<file path="src/rtl/pcih_pkg.sv">
package pcih_pkg;
  typedef enum logic [1:0] {
    CMD_MEM_RD = 2'd0,
    CMD_MEM_WR = 2'd1,
    CMD_CFG_RD = 2'd2,
    CMD_CFG_WR = 2'd3
  } bus_cmd_e;

  typedef enum logic {
    ST_IDLE = 1'b0,
    ST_WAIT = 1'b1
  } seq_state_e;

  typedef enum logic [1:0] {
    PRST_INPUT = 2'd0,
    PRST_LOW   = 2'd1,
    PRST_HIGH  = 2'd2,
    PRST_RSVD  = 2'd3
  } prst_mode_e;
endpackage

</file>
<file path="src/rtl/pcih_decode.sv">
module pcih_decode #(
  parameter int unsigned AW         = 32,
  parameter int unsigned WIN_BITS   = 30,
  parameter int unsigned WIN_TAG    = 2,
  parameter int unsigned NDEV       = 19,
  parameter int unsigned IDSEL_LSB  = 13,
  parameter int unsigned DEV_LSB    = 11,
  parameter int unsigned DEV_W      = 5,
  parameter int unsigned FN_LSB     = 8,
  parameter int unsigned FN_W       = 3,
  parameter int unsigned REG_LSB    = 2,
  parameter int unsigned REG_W      = 6,
  parameter int unsigned SPAN_BITS  = 20
) (
  input  logic [AW-1:0]          addr,
  input  logic                   is_wr,
  input  logic                   cfg_mode,
  input  logic [AW-WIN_BITS-1:0] hi_bits,
  output logic                   fwd,
  output logic [1:0]             cmd,
  output logic [AW-1:0]          baddr,
  output logic [NDEV-1:0]        idsel
);
  localparam int unsigned TAG_W = AW - WIN_BITS;

  logic             in_win;
  logic             span_ok;
  logic             dev_ok;
  logic [DEV_W-1:0] dev;
  logic [FN_W-1:0]  fn;
  logic [REG_W-1:0] rg;
  logic [NDEV-1:0]  idsel_oh;
  logic [AW-1:0]    cfg_addr;
  logic [AW-1:0]    mem_addr;

  assign in_win  = (addr[AW-1:WIN_BITS] == TAG_W'(WIN_TAG));
  assign span_ok = (addr[WIN_BITS-1:SPAN_BITS] == '0);
  assign dev     = addr[DEV_LSB +: DEV_W];
  assign fn      = addr[FN_LSB +: FN_W];
  assign rg      = addr[REG_LSB +: REG_W];
  assign dev_ok  = (dev < DEV_W'(NDEV));

  for (genvar g = 0; g < NDEV; g++) begin : g_idsel
    assign idsel_oh[g] = dev_ok && (dev == DEV_W'(g));
  end

  always_comb begin
    cfg_addr = '0;
    cfg_addr[IDSEL_LSB +: NDEV] = idsel_oh;
    cfg_addr[FN_LSB +: FN_W]    = fn;
    cfg_addr[REG_LSB +: REG_W]  = rg;
  end

  assign mem_addr = {hi_bits, addr[WIN_BITS-1:0]};

  always_comb begin
    fwd   = in_win && (!cfg_mode || (span_ok && dev_ok));
    cmd   = {cfg_mode, is_wr};
    baddr = cfg_mode ? cfg_addr : mem_addr;
    idsel = cfg_mode ? idsel_oh : '0;
  end
endmodule

</file>
<file path="src/rtl/pcih_csr.sv">
module pcih_csr #(
  parameter int unsigned DW     = 32,
  parameter int unsigned HI_W   = 2
) (
  input  logic            clk,
  input  logic            rst,
  input  logic            csr_wr,
  input  logic            csr_sel,
  input  logic [DW-1:0]   csr_wdata,
  input  logic            abort_set,
  output logic [DW-1:0]   csr_rdata,
  output logic            cfg_mode,
  output logic [HI_W-1:0] hi_bits,
  output logic            abort_st,
  output logic            pcirst_oe,
  output logic            pcirst_val
);
  import pcih_pkg::*;

  localparam int unsigned CFG_BIT  = 1;
  localparam int unsigned HI_LSB   = 2;
  localparam int unsigned MODE_LSB = HI_LSB + HI_W;
  localparam int unsigned USED_W   = MODE_LSB + 2;

  prst_mode_e       mode_q;
  logic [HI_W-1:0]  hi_q;
  logic             cfg_q;
  logic             abort_q;
  logic             wr_ctl;
  logic             wr_sts;
  logic             unused_wbits;

  assign wr_ctl = csr_wr && !csr_sel;
  assign wr_sts = csr_wr && csr_sel;
  assign unused_wbits = ^{csr_wdata[DW-1:USED_W], csr_wdata[0]};

  always_ff @(posedge clk) begin
    if (rst) begin
      mode_q <= PRST_INPUT;
      hi_q   <= '0;
      cfg_q  <= 1'b0;
    end else if (wr_ctl) begin
      mode_q <= prst_mode_e'(csr_wdata[MODE_LSB +: 2]);
      hi_q   <= csr_wdata[HI_LSB +: HI_W];
      cfg_q  <= csr_wdata[CFG_BIT];
    end
  end

  always_ff @(posedge clk) begin
    if (rst) begin
      abort_q <= 1'b0;
    end else begin
      abort_q <= abort_set | (abort_q & ~(wr_sts & csr_wdata[0]));
    end
  end

  always_ff @(posedge clk) begin
    if (rst) begin
      pcirst_oe  <= 1'b0;
      pcirst_val <= 1'b0;
    end else begin
      pcirst_oe  <= (mode_q == PRST_LOW) || (mode_q == PRST_HIGH);
      pcirst_val <= (mode_q == PRST_HIGH);
    end
  end

  always_comb begin
    csr_rdata = '0;
    if (csr_sel) begin
      csr_rdata[0] = abort_q;
    end else begin
      csr_rdata[MODE_LSB +: 2]  = mode_q;
      csr_rdata[HI_LSB +: HI_W] = hi_q;
      csr_rdata[CFG_BIT]        = cfg_q;
    end
  end

  assign cfg_mode = cfg_q;
  assign hi_bits  = hi_q;
  assign abort_st = abort_q;
endmodule

</file>
<file path="src/rtl/pcih_xlate.sv">
module pcih_xlate #(
  parameter int unsigned AW       = 32,
  parameter int unsigned DW       = 32,
  parameter int unsigned WIN_BITS = 30,
  parameter int unsigned NDEV     = 19
) (
  input  logic            clk,
  input  logic            rst,
  input  logic [AW-1:0]   lb_addr,
  input  logic [DW-1:0]   lb_wdata,
  input  logic            lb_rd,
  input  logic            lb_wr,
  output logic [DW-1:0]   lb_rdata,
  output logic            lb_ready,
  input  logic            csr_wr,
  input  logic            csr_sel,
  input  logic [DW-1:0]   csr_wdata,
  output logic [DW-1:0]   csr_rdata,
  output logic            bus_req,
  output logic [1:0]      bus_cmd,
  output logic [AW-1:0]   bus_addr,
  output logic [NDEV-1:0] bus_idsel,
  output logic [DW-1:0]   bus_wdata,
  input  logic [DW-1:0]   bus_rdata,
  input  logic            bus_done,
  input  logic            bus_abort,
  output logic            pcirst_oe,
  output logic            pcirst_val
);
  import pcih_pkg::*;

  localparam int unsigned HI_W = AW - WIN_BITS;

  seq_state_e      state_q;
  logic            is_rd_q;
  logic            cfg_mode;
  logic [HI_W-1:0] hi_bits;
  logic            abort_st;
  logic            abort_set;
  logic            accept;
  logic            dec_fwd;
  logic [1:0]      dec_cmd;
  logic [AW-1:0]   dec_addr;
  logic [NDEV-1:0] dec_idsel;

  assign accept    = (state_q == ST_IDLE) && !lb_ready && (lb_rd || lb_wr);
  assign abort_set = (state_q == ST_WAIT) && bus_abort;

  pcih_decode #(
    .AW       (AW),
    .WIN_BITS (WIN_BITS),
    .NDEV     (NDEV)
  ) u_decode (
    .addr     (lb_addr),
    .is_wr    (!lb_rd),
    .cfg_mode (cfg_mode),
    .hi_bits  (hi_bits),
    .fwd      (dec_fwd),
    .cmd      (dec_cmd),
    .baddr    (dec_addr),
    .idsel    (dec_idsel)
  );

  pcih_csr #(
    .DW   (DW),
    .HI_W (HI_W)
  ) u_csr (
    .clk        (clk),
    .rst        (rst),
    .csr_wr     (csr_wr),
    .csr_sel    (csr_sel),
    .csr_wdata  (csr_wdata),
    .abort_set  (abort_set),
    .csr_rdata  (csr_rdata),
    .cfg_mode   (cfg_mode),
    .hi_bits    (hi_bits),
    .abort_st   (abort_st),
    .pcirst_oe  (pcirst_oe),
    .pcirst_val (pcirst_val)
  );

  always_ff @(posedge clk) begin
    if (rst) begin
      state_q   <= ST_IDLE;
      is_rd_q   <= 1'b0;
      bus_req   <= 1'b0;
      bus_cmd   <= CMD_MEM_RD;
      bus_addr  <= '0;
      bus_idsel <= '0;
      bus_wdata <= '0;
      lb_ready  <= 1'b0;
      lb_rdata  <= '0;
    end else begin
      lb_ready <= 1'b0;
      case (state_q)
        ST_IDLE: begin
          if (accept) begin
            is_rd_q <= lb_rd;
            if (dec_fwd) begin
              bus_req   <= 1'b1;
              bus_cmd   <= dec_cmd;
              bus_addr  <= dec_addr;
              bus_idsel <= dec_idsel;
              bus_wdata <= lb_wdata;
              state_q   <= ST_WAIT;
            end else begin
              lb_ready <= 1'b1;
              lb_rdata <= '1;
            end
          end
        end
        ST_WAIT: begin
          if (bus_abort) begin
            bus_req  <= 1'b0;
            lb_ready <= 1'b1;
            lb_rdata <= '1;
            state_q  <= ST_IDLE;
          end else if (bus_done) begin
            bus_req  <= 1'b0;
            lb_ready <= 1'b1;
            lb_rdata <= is_rd_q ? bus_rdata : '0;
            state_q  <= ST_IDLE;
          end
        end
        default: state_q <= ST_IDLE;
      endcase
    end
  end
endmodule

</file>
<file path="config.mk">
export PLATFORM = sky130hd
export DESIGN_NAME = pcih_xlate
export DESIGN_NICKNAME = d
export VERILOG_FILES = /design/src/rtl/pcih_pkg.sv /design/src/rtl/pcih_decode.sv /design/src/rtl/pcih_csr.sv /design/src/rtl/pcih_xlate.sv
export SDC_FILE = /design/constraint.sdc
export NUM_CORES = 1
export LEC_CHECK = 0
export CAP_MARGIN = 20
export CORE_ASPECT_RATIO = 0.9
export CORE_UTILIZATION = 40
export CTS_CLUSTER_SIZE = 25
export DETAILED_ROUTE_END_ITERATION = 8
export GPL_TIMING_DRIVEN = 1
export PLACE_DENSITY = 0.79
export SLEW_MARGIN = 20
export SYNTH_ARGS = -nofsm -noshare
export SYNTH_HDL_FRONTEND = slang
export SYNTH_SLANG_ARGS = --single-unit
</file>
<file path="constraint.sdc">
create_clock -name clk -period 4.8 [get_ports clk]
set_input_delay 0.72 -clock clk [delete_from_list [all_inputs] [get_ports clk]]
set_output_delay 0.72 -clock clk [all_outputs]
set_load 0.02 [all_outputs]
</file>
==> summary.txt <==
Worst setup path
  • Worst Path Required: 5.05 ns
  • Reg2Reg Launch Point: state_q
  • Critical-path cell list: clkdlybuf4s50_1 > or4b_1 > or2_2 > buf_4 > o31ai_1 > a21oi_1
  • R2r setup slk: 1.96 ns
  • Kind of end point of the critical path: flip-flop
  • CP Launch Type: primary input
  • Slowest stage delay, CP: 0.86 ns
  • Worst Path Max Fanout: 40
  • Worst path depth: 6
  • R2R depth: 5
  • Slowest cell on the critical path: or4b_1
  • Reg-to-Reg End: bus_wdata[19]
  • CP arrival: 3.43 ns
  • Crit path capture: bus_wdata[19]
  • Buf+Inv Stages, Crit Path: 2
  • Critical path startpoint: lb_addr[30]
  • Family with the most delay on the worst path: simple AND/OR/NAND/NOR gates
  • Crit path kind: in -> reg

Pwr
  • Net Sw Frac: 28.0%
  • Max VDD drop: 276 µV
  • Comb pwr share: 19.1%
  • Total power: 2.88 mW
  • P per Cell Area: 326 nW/µm²
  • Clk pwr share: 40.0%
  • Net Sw Power: 0.806 mW
  • Leak: 3.11 nW
  • Seq pwr share: 40.9%
  • Cell internal pwr: 2.07 mW

Placement
  • RePlAce Congestion: 0.847
  • Number of port buffers: 236
  • Dpl cells: 1,066
  • Area after DPL: 8320 µm²
  • Pre-CTS WS: 1.25 ns
  • Post-DP HPWL: 12.5 mm

Logic synthesis
  • Avg Cell Area, Syn: 8.60 µm²
  • Top_reg_cell synth: dfxtp_1
  • Yosys Warn Count: 0
  • Cell taking the most area after synthesis: dfxtp_1
  • Syn Inst Count: 700
  • Yosys reg bits: 129
  • Synth area leaders: dfxtp_1 (43%), a21oi_1 (5.5%), o211ai_1 (5.5%), o31ai_1 (5.4%), a221oi_1 (4.7%)
  • Top cells by count, synth: dfxtp_1 (129), a21oi_1 (66), nand2_1 (64), clkbuf_1 (51)
  • Post-synth top area share: 42.9%
  • Unique cell type count in the Yosys netlist: 50
  • EDFF count, synth: 0
  • Sequential fraction of the synthesis area: 42.9%
  • Mapped Area: 6020 µm²
  • Most common cell in the netlist: dfxtp_1
  • Post-synthesis async set-or-reset flop share: 0%

GRT
  • Total grt overflow: 0
  • Antenna violations before repair: 0
  • Pin count of the biggest net entering global routing: 80
  • Vias in the first global route: 5,647
  • First-pass GRT wire length: 30.3 mm
  • GRT Overall Usage: 24.4%

Floorplan
  • CORE AREA: 14,700 µm²
  • Die Y: 118 µm
  • Die area: 15,500 µm²
  • Die W: 131 µm
  • I/O pin cnt: 289
  • Starting Density: 40.9%
  • Site row count: 42

STA
  • Slew Limit Fails: 0
  • Fmax achieved: 0.315 GHz
  • Period utilisation layout: 66.1%
  • Slew at the pin closest to its max-slew limit: 1.02 ns
  • Final Hold Viols: 0
  • Worst slew margin: 31.3%
  • Clock period minus worst slack: 3.17 ns
  • Final TNS setup: 0 ns
  • Final worst slack: 1.63 ns
  • # setup viols final: 0
  • RSZ-0062 raised after global routing: no
  • Worst Skew: 0.00673 ns

Cells and area
  • Synthesis-to-layout area growth: 47.0%
  • Final non-filler cell area: 8850 µm²
  • Fill cell count: 1,306
  • Layout net count: 1,024
  • ANT cells: 0
  • Layout Cells excl Fill: 1,098
  • Share of cells above drive strength 1: 6.56%

Clock network
  • TritonCTS Sinks: 129
  • Clock tree buffer depth: 2
  • Hold_buf cts: 0
  • Post-CTS setup buffers: 0
  • Clock slew seen by the registers of the worst setup and hold paths: 0.06 ns
  • Post-cts sizing count: 0
  • Total CTS buffers: 17
  • Clock latency on the worst-skew pair: 0.41 ns
  • CTS tree: done
  • CTS root buf: clkbuf_16
  • H-tree Lvls: 4

Flow run
  • Max Cap Viol: 0

Route
  • Final ANT Viol Nets: 0
  • Initial DRC Count: 278
  • Total number of vias: 6,070
  • Drt first pass iters: 5
  • Vias per cell: 5.53
  • WL per Instance: 17.5 µm
  • # DRC: 0
  • Drt total wl: 19.2 mm

Worst hold path
  • HP Class: reg -> reg

Outcome
  • Status: completed
-- layout make-up --
class / count / area [µm²] / area share, %
repair buffers: 249 / 2480 / 28.0
clock inverters: 10 / 62.6 / 0.707
multi-input cells: 445 / 2840 / 32.1
clock buffers: 22 / 464 / 5.25
inverters: 45 / 169 / 1.91
flip-flops and latches: 129 / 2580 / 29.2
well taps: 198 / 248 / 2.80
-- placed cells by master (no fill, tap or decap), drive strengths merged, types with 16 or more instances in the layout --
cell type / synthesis / final
nor2: 24 / 24
a221oi: 32 / 32
nand3: 16 / 16
a21oi: 66 / 66
o211ai: 44 / 44
clkdlybuf4s50: 0 / 235
conb: 1 / 26
nand2: 64 / 64
inv: 44 / 45
o31ai: 43 / 43
dfxtp: 129 / 129
clkbuf: 51 / 22
-- flip-flops by register name, indices dropped and copies added (netlist names) --
signal and cells:
bus_wdata 32, u_csr.pcirst_oe 1, u_csr.cfg_mode 1, state_q 1
is_rd_q 1, bus_addr 32, u_csr.hi_bits 2, u_csr.mode_q 2
lb_rdata 32, bus_req 1, bus_cmd 2, u_csr.abort_st 1
bus_idsel 19, u_csr.pcirst_val 1, lb_ready 1
-- worst min path at each step --
stage	startpoint	endpoint	slack [ns]	depth (start not counted)
after global placement	bus_addr[0]	bus_addr[0]	0.44	2
after floorplan	u_csr.abort_st	u_csr.abort_st	0.45	2
after global routing	bus_addr[31]	bus_addr[31]	0.47	2
final	bus_addr[30]	bus_addr[30]	0.45	2
after detailed placement	bus_addr[30]	bus_addr[30]	0.45	2
after CTS	bus_addr[30]	bus_addr[30]	0.46	2
-- per-stage QoR --
stage / utilization (%) / hold WS, ns
2_1_floorplan: - / 0.454
3_3_place_gp: 56.3 / 0.444
3_5_place_dp: 56.5 / 0.451
4_1_cts: 60.1 / 0.459
5_1_grt: 60.1 / 0.469
6_report: 60.1 / 0.454
-- power by group through the flow --
stage	Sequential (mW)	Clock, mW	Combinational, mW
5_1_grt	1.19	1.24	0.584
6_report	1.18	1.15	0.550
3_5_place_dp	1.20	0	0.548
3_3_place_gp	1.20	0	0.541
4_1_cts	1.18	1.17	0.551
2_1_floorplan	1.27	0	0.232
-- tightest hold or removal path, cell delays in order (launching register included) --
cell and delay [ns]:
dfxtp_1 0.31, inv_1 0.05, a211oi_1 0.05
-- routing by layer --
| metal | part of all wire, % | track usage [%] | vias to the layer above |
|---|---|---|---|
| met5 | 0 | 0 | - |
| met4 | 2.0 | 7.70 | 0 |
| met3 | 7.2 | 7.16 | 28 |
| met2 | 47 | 40.1 | 288 |
| met1 | 44 | 30.7 | 2852 |
| li1 | - | - | 2902 |
-- cells by family (layout without fill, tap and decap cells) --
| group | after synthesis | count (layout) | synth area share [%] |
|---|---|---|---|
| other cells | 1 | 26 | 0.0623 |
| fa+ha+maj | 1 | 1 | 0.208 |
| simple gates | 158 | 158 | 13.4 |
| mux | 18 | 18 | 3.08 |
| buf+inv | 151 | 326 | 12.2 |
| flops | 129 | 129 | 42.9 |
| compound gates | 242 | 242 | 28.2 |
Note: power is estimated with default switching activity, not from simulation.
